### src/rtl/spi_pkg.sv
package spi_pkg;
  typedef struct packed {
    logic irq_en;   // bit4
    logic cpha;     // bit3
    logic cpol;     // bit2
    logic master;   // bit1
    logic enable;   // bit0
  } spi_ctrl_t;

  localparam int CTRL_W = $bits(spi_ctrl_t);

  localparam logic [1:0] A_DATA = 2'd0;
  localparam logic [1:0] A_CTRL = 2'd1;
  localparam logic [1:0] A_STAT = 2'd2;
  localparam logic [1:0] A_LEN  = 2'd3;
endpackage

### src/rtl/spi_regs.sv
module spi_regs
  import spi_pkg::*;
#(
  parameter int DW = 8,
  parameter int LW = 3
) (
  input  logic              clk,
  input  logic              rst,
  input  logic              wr_en,
  input  logic [1:0]        addr,
  input  logic [CTRL_W-1:0] w_ctl,
  input  logic [LW-1:0]     w_len,
  input  logic [1:0]        w_clr,
  input  logic              done,
  input  logic              busy,
  input  logic              ss_n,
  input  logic [DW-1:0]     rx_data,
  output spi_ctrl_t         ctrl,
  output logic [LW-1:0]     len_m1,
  output logic              collide,
  output logic              irq_flag,
  output logic              col_flag,
  output logic [DW-1:0]     rdata,
  output logic              irq
);
  logic wr_ctl, wr_len, wr_stat;

  assign wr_ctl  = wr_en && (addr == A_CTRL);
  assign wr_len  = wr_en && (addr == A_LEN);
  assign wr_stat = wr_en && (addr == A_STAT);
  assign collide = ctrl.enable && ctrl.master && !ss_n;

  always_ff @(posedge clk) begin
    if (rst) begin
      ctrl     <= '0;
      len_m1   <= '1;
      irq_flag <= 1'b0;
      col_flag <= 1'b0;
      rdata    <= '0;
      irq      <= 1'b0;
    end else begin
      if (wr_ctl) ctrl <= spi_ctrl_t'(w_ctl);
      if (collide) ctrl.master <= 1'b0;
      if (wr_len) len_m1 <= w_len;

      if (done) irq_flag <= 1'b1;
      else if (wr_stat && w_clr[0]) irq_flag <= 1'b0;

      if (collide) col_flag <= 1'b1;
      else if (wr_stat && w_clr[1]) col_flag <= 1'b0;

      irq <= ctrl.irq_en && (irq_flag || col_flag);

      case (addr)
        A_DATA:  rdata <= rx_data;
        A_CTRL:  rdata <= DW'(ctrl);
        A_STAT:  rdata <= DW'({col_flag, irq_flag, busy});
        default: rdata <= DW'(len_m1);
      endcase
    end
  end
endmodule

### src/rtl/spi_sck_gen.sv
module spi_sck_gen (
  input  logic clk,
  input  logic rst,
  input  logic mmode,
  input  logic smode,
  input  logic cpol,
  input  logic tick,
  input  logic busy,
  input  logic abort,
  input  logic sck_i,
  input  logic ss_n,
  output logic lead,
  output logic trail,
  output logic sck_o
);
  logic half, sck_q;
  logic m_run, s_sel;

  assign m_run = mmode && !abort && busy && tick;
  assign s_sel = smode && !ss_n;

  assign lead  = (m_run && !half) ||
                 (s_sel && (sck_i != cpol) && (sck_q == cpol));
  assign trail = (m_run && half) ||
                 (s_sel && (sck_i == cpol) && (sck_q != cpol));

  always_ff @(posedge clk) begin
    if (rst) begin
      half  <= 1'b0;
      sck_q <= 1'b0;
      sck_o <= 1'b0;
    end else begin
      sck_q <= sck_i;
      if (!mmode || abort || !busy) begin
        half  <= 1'b0;
        sck_o <= cpol;
      end else if (tick) begin
        half  <= !half;
        sck_o <= half ? cpol : !cpol;
      end
    end
  end
endmodule

### src/rtl/spi_shift.sv
module spi_shift #(
  parameter int DW = 8,
  parameter int LW = 3
) (
  input  logic          clk,
  input  logic          rst,
  input  logic          cpha,
  input  logic [LW-1:0] len_m1,
  input  logic          load,
  input  logic [DW-1:0] load_data,
  input  logic          lead,
  input  logic          trail,
  input  logic          sin,
  input  logic          cnt_clr,
  input  logic          abort,
  output logic          sout,
  output logic          busy,
  output logic          done,
  output logic [DW-1:0] rx_data
);
  logic [DW-1:0] sh, nxt, mask;
  logic [LW-1:0] cnt;
  logic          rbit;

  assign nxt  = {sh[DW-2:0], (cpha ? sin : rbit)};
  assign done = trail && (cnt == len_m1) && !load && !abort && !cnt_clr;

  always_comb begin
    for (int i = 0; i < DW; i++) mask[i] = (LW'(i) <= len_m1);
  end

  always_ff @(posedge clk) begin
    if (rst) begin
      sh      <= '0;
      cnt     <= '0;
      rbit    <= 1'b0;
      sout    <= 1'b0;
      busy    <= 1'b0;
      rx_data <= '0;
    end else if (load) begin
      sh   <= load_data;
      cnt  <= '0;
      busy <= 1'b1;
      sout <= load_data[len_m1];
    end else if (abort) begin
      cnt  <= '0;
      busy <= 1'b0;
    end else if (cnt_clr) begin
      cnt <= '0;
    end else begin
      if (lead) begin
        if (!cpha) rbit <= sin;
        else       sout <= sh[len_m1];
      end
      if (trail) begin
        sh <= nxt;
        if (!cpha) sout <= nxt[len_m1];
        if (done) begin
          cnt     <= '0;
          busy    <= 1'b0;
          rx_data <= nxt & mask;
        end else begin
          cnt <= cnt + 1'b1;
        end
      end
    end
  end
endmodule

### src/rtl/spi_port.sv
module spi_port
  import spi_pkg::*;
#(
  parameter int DATA_W = 8
) (
  input  logic              clk,
  input  logic              rst,
  input  logic              tick,
  input  logic              wr_en,
  input  logic [1:0]        addr,
  input  logic [DATA_W-1:0] wdata,
  output logic [DATA_W-1:0] rdata,
  input  logic              sck_i,
  output logic              sck_o,
  output logic              sck_oe,
  output logic              mosi_o,
  output logic              mosi_oe,
  input  logic              mosi_i,
  input  logic              miso_i,
  output logic              miso_o,
  output logic              miso_oe,
  input  logic              ss_n_i,
  output logic              irq
);
  localparam int LW = $clog2(DATA_W);

  spi_ctrl_t         ctrl;
  logic [LW-1:0]     len_m1;
  logic [DATA_W-1:0] rx_data;
  logic busy, done, collide, lead, trail, sout;
  logic irq_flag, col_flag, mmode, smode, sin, data_wr;

  assign mmode   = ctrl.enable && ctrl.master;
  assign smode   = ctrl.enable && !ctrl.master;
  assign data_wr = wr_en && (addr == A_DATA);
  assign sin     = ctrl.master ? miso_i : mosi_i;

  assign sck_oe  = mmode;
  assign mosi_oe = mmode;
  assign miso_oe = smode && !ss_n_i;
  assign mosi_o  = sout;
  assign miso_o  = sout;

  spi_regs #(.DW(DATA_W), .LW(LW)) u_regs (
    .clk(clk), .rst(rst), .wr_en(wr_en), .addr(addr),
    .w_ctl(wdata[CTRL_W-1:0]), .w_len(wdata[LW-1:0]), .w_clr(wdata[2:1]),
    .done(done), .busy(busy), .ss_n(ss_n_i), .rx_data(rx_data),
    .ctrl(ctrl), .len_m1(len_m1), .collide(collide),
    .irq_flag(irq_flag), .col_flag(col_flag), .rdata(rdata), .irq(irq)
  );

  spi_sck_gen u_sck (
    .clk(clk), .rst(rst), .mmode(mmode), .smode(smode), .cpol(ctrl.cpol),
    .tick(tick), .busy(busy), .abort(collide), .sck_i(sck_i), .ss_n(ss_n_i),
    .lead(lead), .trail(trail), .sck_o(sck_o)
  );

  spi_shift #(.DW(DATA_W), .LW(LW)) u_shift (
    .clk(clk), .rst(rst), .cpha(ctrl.cpha), .len_m1(len_m1),
    .load(data_wr), .load_data(wdata), .lead(lead), .trail(trail),
    .sin(sin), .cnt_clr(smode && ss_n_i), .abort(collide),
    .sout(sout), .busy(busy), .done(done), .rx_data(rx_data)
  );
endmodule

### config.mk
export PLATFORM = sky130hd
export DESIGN_NAME = spi_port
export DESIGN_NICKNAME = d
export VERILOG_FILES = /design/src/rtl/spi_pkg.sv /design/src/rtl/spi_regs.sv /design/src/rtl/spi_sck_gen.sv /design/src/rtl/spi_shift.sv /design/src/rtl/spi_port.sv
export SDC_FILE = /design/constraint.sdc
export NUM_CORES = 1
export LEC_CHECK = 0
export BUFFER_PORTS_ARGS = -buffer_cell sky130_fd_sc_hd__clkbuf_2
export CELL_PAD_IN_SITES_DETAIL_PLACEMENT = 1
export CELL_PAD_IN_SITES_GLOBAL_PLACEMENT = 1
export CORE_MARGIN = 2
export CORE_UTILIZATION = 35
export CTS_BUF_LIST = sky130_fd_sc_hd__clkbuf_8
export CTS_CLUSTER_SIZE = 20
export DETAILED_ROUTE_END_ITERATION = 10
export PLACE_DENSITY_LB_ADDON = 0.1
export SYNTH_ARGS = -nofsm -noshare
export SYNTH_HDL_FRONTEND = slang
export SYNTH_HIERARCHICAL = 1
export SYNTH_SLANG_ARGS = --single-unit
### constraint.sdc
create_clock -name clk -period 2.7 [get_ports clk]
set_input_delay 0.54 -clock clk [delete_from_list [all_inputs] [get_ports clk]]
set_output_delay 0.54 -clock clk [all_outputs]
set_load 0.1 [all_outputs]
==> key figures <==
Setup path
  – Cell Chain, Critical Path: nand2_1, or2_2, inv_1, and3b_1, nand3_1, o21ai_0, nand2b_1, or4_4, or4_1, a21oi_1
  – Required @ worst endpoint: roughly 2900 ps
  – CP arrival: roughly 2700 ps
  – Crit-path slowest cell: or4_1
  – Worst Path Max Fanout: 8
  – Max stage delay on crit path: ~540 ps
  – Critical path class: reg -> reg
  – Startpoint Class: register
  – Crit. End Element: register

Place
  – HPWL Detailed: 4.382 mm
  – Buffers on Ports: 32
  – GP Congestion: between 0.7 and 0.8
  – Placed Area: 2567 um^2

Global route
  – Largest net degree at the start of global routing: 26
  – All-layer global routing usage: 0.1728
  – Initial antenna violation count: 0
  – Grt ovf: 0
  – Global-route wire length before repair: 9.742 mm
  – Number of global-route vias before repair: between 1500 and 2000

Logic synthesis
  – Syn avg cell area: 9.829 um^2
  – Cell variety after synth: between 50 and 60
  – Yosys Warn Count: 6
  – Mapped Cells: approximately 240
  – Post-Synthesis Cell Area: 2310 um^2
  – FF+latch count, synth: 44
  – Synth Net Count: roughly 250
  – Post-synthesis sequential area ratio: 0.3814

Timing
  – Min Clock Period, post-route: between 2000 and 3000 ps
  – Max-slew violation count: 0
  – Setup TNS: 0 ps
  – # setup viols final: 0
  – Worst Clk Skew: between 7 and 8 ps
  – Final worst path period share: 0.9279
  – Max transition margin: 0.6118
  – Hold Fails Final Rpt: 0
  – Actual slew at the worst max-slew pin: about 580 ps
  – RSZ-0062 raised after global routing: false
  – Fmax: about 400 MHz

Routing
  – DR iter-0 viols: 48
  – DRT Wirelength: approximately 6 mm
  – WL/cell: between 15 and 20 um
  – Drt drc: 0
  – Via count: ~1900
  – Number of vias per cell: 5.324
  – Antenna Nets Post-Route: 0
  – Detailed Routing Iterations Pass 1: 4

Power
  – Comb pwr share: 0.129
  – Maximum vdd ir drop: 0.2302 mV
  – Internal power: just over 1 mW
  – P per Cell Area: 513.9 nW/um^2
  – Clock share of power: 0.378
  – Leakage: about 1.1 nW
  – Switching Share: 0.2680
  – Sequential power share: 0.493
  – Sw Pwr: 0.3697 mW

CTS
  – CTS tree: yes
  – # clock sinks: between 40 and 50
  – CTS Buffer Depth: 2
  – Root buffer cell: clkbuf_8
  – Clock latency at the later pin of the worst-skew pair: approximately 300 ps
  – # hold bufs at CTS: 0
  – Inserted Clock Buffers: 5
  – Clk slew on worst S/H paths: about 90 ps
  – Htree depth: 2

Layout
  – ANT cells: 0
  – Post-route cell area: ~2700 um^2
  – Multi-input logic area: 1321 um^2
  – Reg area: approximately 900 um^2
  – Fill count: 758
  – Area Overhead vs Synth: 16.25%
  – Final nets: 290
  – Layout cell share with drive strength beyond 1: 0.2831

Run
  – MaxCap Viol Count: 0

Die
  – FP Rows: 29
  – Die width: about 85 um
  – Die height: about 85 um
  – Ports: 33
  – Die area: 7265 um^2
  – Core area: ~6300 um^2
  – Starting Density: 0.3637

Hold path
  – Hold crit path type: reg -> reg

Status
  – Outcome: completed
-- cells by family (layout without fill, tap and decap cells) --
logic type | count (synthesis) | in the layout | share of synthesized area
multiplexers | 39 | 39 | 0.2053
AO/OA/AOI/OAI | 39 | 39 | 0.1067
adder cells (fa/ha/maj) | 1 | 1 | 0.005416
buffers and inverters | 19 | 56 | 0.05146
XOR/XNOR | 6 | 6 | 0.02600
AND/OR/NAND/NOR | 87 | 87 | 0.2237
flip-flops | 44 | 44 | 0.3814
-- cells in the final DEF, fill, tap and decap left out, types with 2 or more instances in the layout --
cell type,instances
nand2b_1,6
mux2_2,3
clkbuf_8,5
nor2b_1,2
or3_1,3
nor4_1,4
inv_1,3
nor3b_2,2
mux4_2,6
nand3_1,4
and3b_1,3
a21oi_1,13
nand2_1,8
nor3b_1,3
and2_1,3
nor3_1,9
clkbuf_2,32
nand4_1,2
a211oi_1,7
nor2_1,22
o21ai_0,8
mux2i_1,29
or2_2,2
xor2_1,4
nand4b_1,3
dfxtp_1,43
clkinv_4,2
nor2b_4,3
buf_4,13
a31oi_1,2
-- registers in the layout, indices dropped and copies added, names as in the netlist --
name	cells
u_regs/irq_flag	1
u_sck/sck_q	1
u_shift/busy	1
u_regs/irq	1
u_shift/sh	8
u_regs/rdata	8
u_sck/half	1
u_sck/sck_o	1
u_shift/sout	1
u_shift/rbit	1
u_shift/rx_data	8
u_shift/cnt	3
u_regs/ctrl	5
u_regs/len_m1	3
u_regs/col_flag	1
-- synthesized netlist by cell type, drive strengths merged --
| library cell | n | share of area |
|---|---|---|
| a2111oi | 1 | 0.0038 |
| o311a | 1 | 0.0043 |
| nand2b | 6 | 0.016 |
| dfxtp | 44 | 0.38 |
| a31oi | 2 | 0.0054 |
| or4 | 2 | 0.0081 |
| nand3 | 4 | 0.0087 |
| nand4b | 3 | 0.011 |
| mux2i | 29 | 0.13 |
| nand3b | 2 | 0.0081 |
| nand4 | 2 | 0.0054 |
| xor2 | 5 | 0.022 |
| and3b | 4 | 0.016 |
| o22ai | 1 | 0.0027 |
| mux2 | 4 | 0.021 |
| o2111ai | 1 | 0.0038 |
| nand2 | 8 | 0.013 |
| a311o | 1 | 0.0043 |
| nor2b | 5 | 0.023 |
| and3 | 1 | 0.0027 |
| or2 | 2 | 0.0054 |
| a21oi | 13 | 0.028 |
| o21ai | 8 | 0.017 |
| o32ai | 1 | 0.0038 |
| o211ai | 1 | 0.0033 |
| clkbuf | 6 | 0.0098 |
| nor2 | 22 | 0.036 |
| buf | 10 | 0.037 |
| ha | 1 | 0.0054 |
| and2b | 1 | 0.0038 |
| and2 | 4 | 0.011 |
| a211oi | 7 | 0.023 |
| xnor2 | 1 | 0.0038 |
| nor4 | 4 | 0.011 |
| nor3b | 5 | 0.016 |
| or3 | 3 | 0.0081 |
| mux4 | 6 | 0.059 |
| nor3 | 9 | 0.020 |
| o22a | 1 | 0.0038 |
| o21bai | 1 | 0.0033 |
| inv | 3 | 0.0049 |
-- power by group through the flow --
stage	Combinational, mW	Clock, mW	Sequential, mW
5_1_grt	0.192	0.574	0.683
4_1_cts	0.180	0.548	0.680
3_3_place_gp	0.178	0	0.695
6_report	0.178	0.522	0.680
3_5_place_dp	0.180	0	0.695
2_1_floorplan	0.103	0	0.717
-- path summary, 6_finish.rpt --
kind	from	endpoint	slack, ps	cells after the start
min	u_shift/rx_data[5]$_SDFFE_PP0P_	u_regs/rdata[5]$_SDFF_PP0_	480	1
min reg2reg	u_shift/rx_data[5]$_SDFFE_PP0P_	u_regs/rdata[5]$_SDFF_PP0_	480	1
max	u_regs/ctrl[1]$_SDFFE_PP0P_	u_shift/rx_data[7]$_SDFFE_PP0P_	190	10
max reg2reg	u_regs/ctrl[1]$_SDFFE_PP0P_	u_shift/rx_data[7]$_SDFFE_PP0P_	190	10
-- final cells by class --
type	count	area share
clock buffers	5	0.02563
clock inverters	3	0.01771
inverters	3	0.004194
multi-input cells	172	0.4921
flip-flops and latches	44	0.3285
well taps	77	0.03588
repair buffers	45	0.09599
-- timing repair --
| action | 4_1_cts | 5_1_grt |
|---|---|---|
| buffers inserted | 0 | 0 |
| endpoints found under the setup margin | 0 | 1 |
| resized for setup | 0 | 1 |
-- per-stage QoR --
stage / cells / hold slack (ps) / setup slack (ps) / power (mW) / utilization
floorplan: 235 / 422.9 / 3.142 / 0.8200 / -
finish: 349 / 479.0 / 194.6 / 1.380 / 0.4229
global route: 349 / 507.3 / 47.10 / 1.450 / 0.4229
CTS: 349 / 480.7 / 116.0 / 1.408 / 0.4227
detailed placement: 341 / 454.2 / -17.85 / 0.8747 / 0.4043
global placement: 341 / 449.2 / 102.7 / 0.8735 / 0.4043
-- metal layers --
metal,GRT usage,part of all wire
met5,0,0
met2,0.2585,0.43
met1,0.2464,0.51
met4,0.05916,0.014
met3,0.03794,0.041
-- worst max-delay path: cells and delay by family (launching register included) --
family / cells / cell delay [ps]
compound gates: 2 / 310
buf+inv: 1 / 50
flops: 1 / 380
simple gates: 7 / 1690
(Power assumes the default switching activity.)
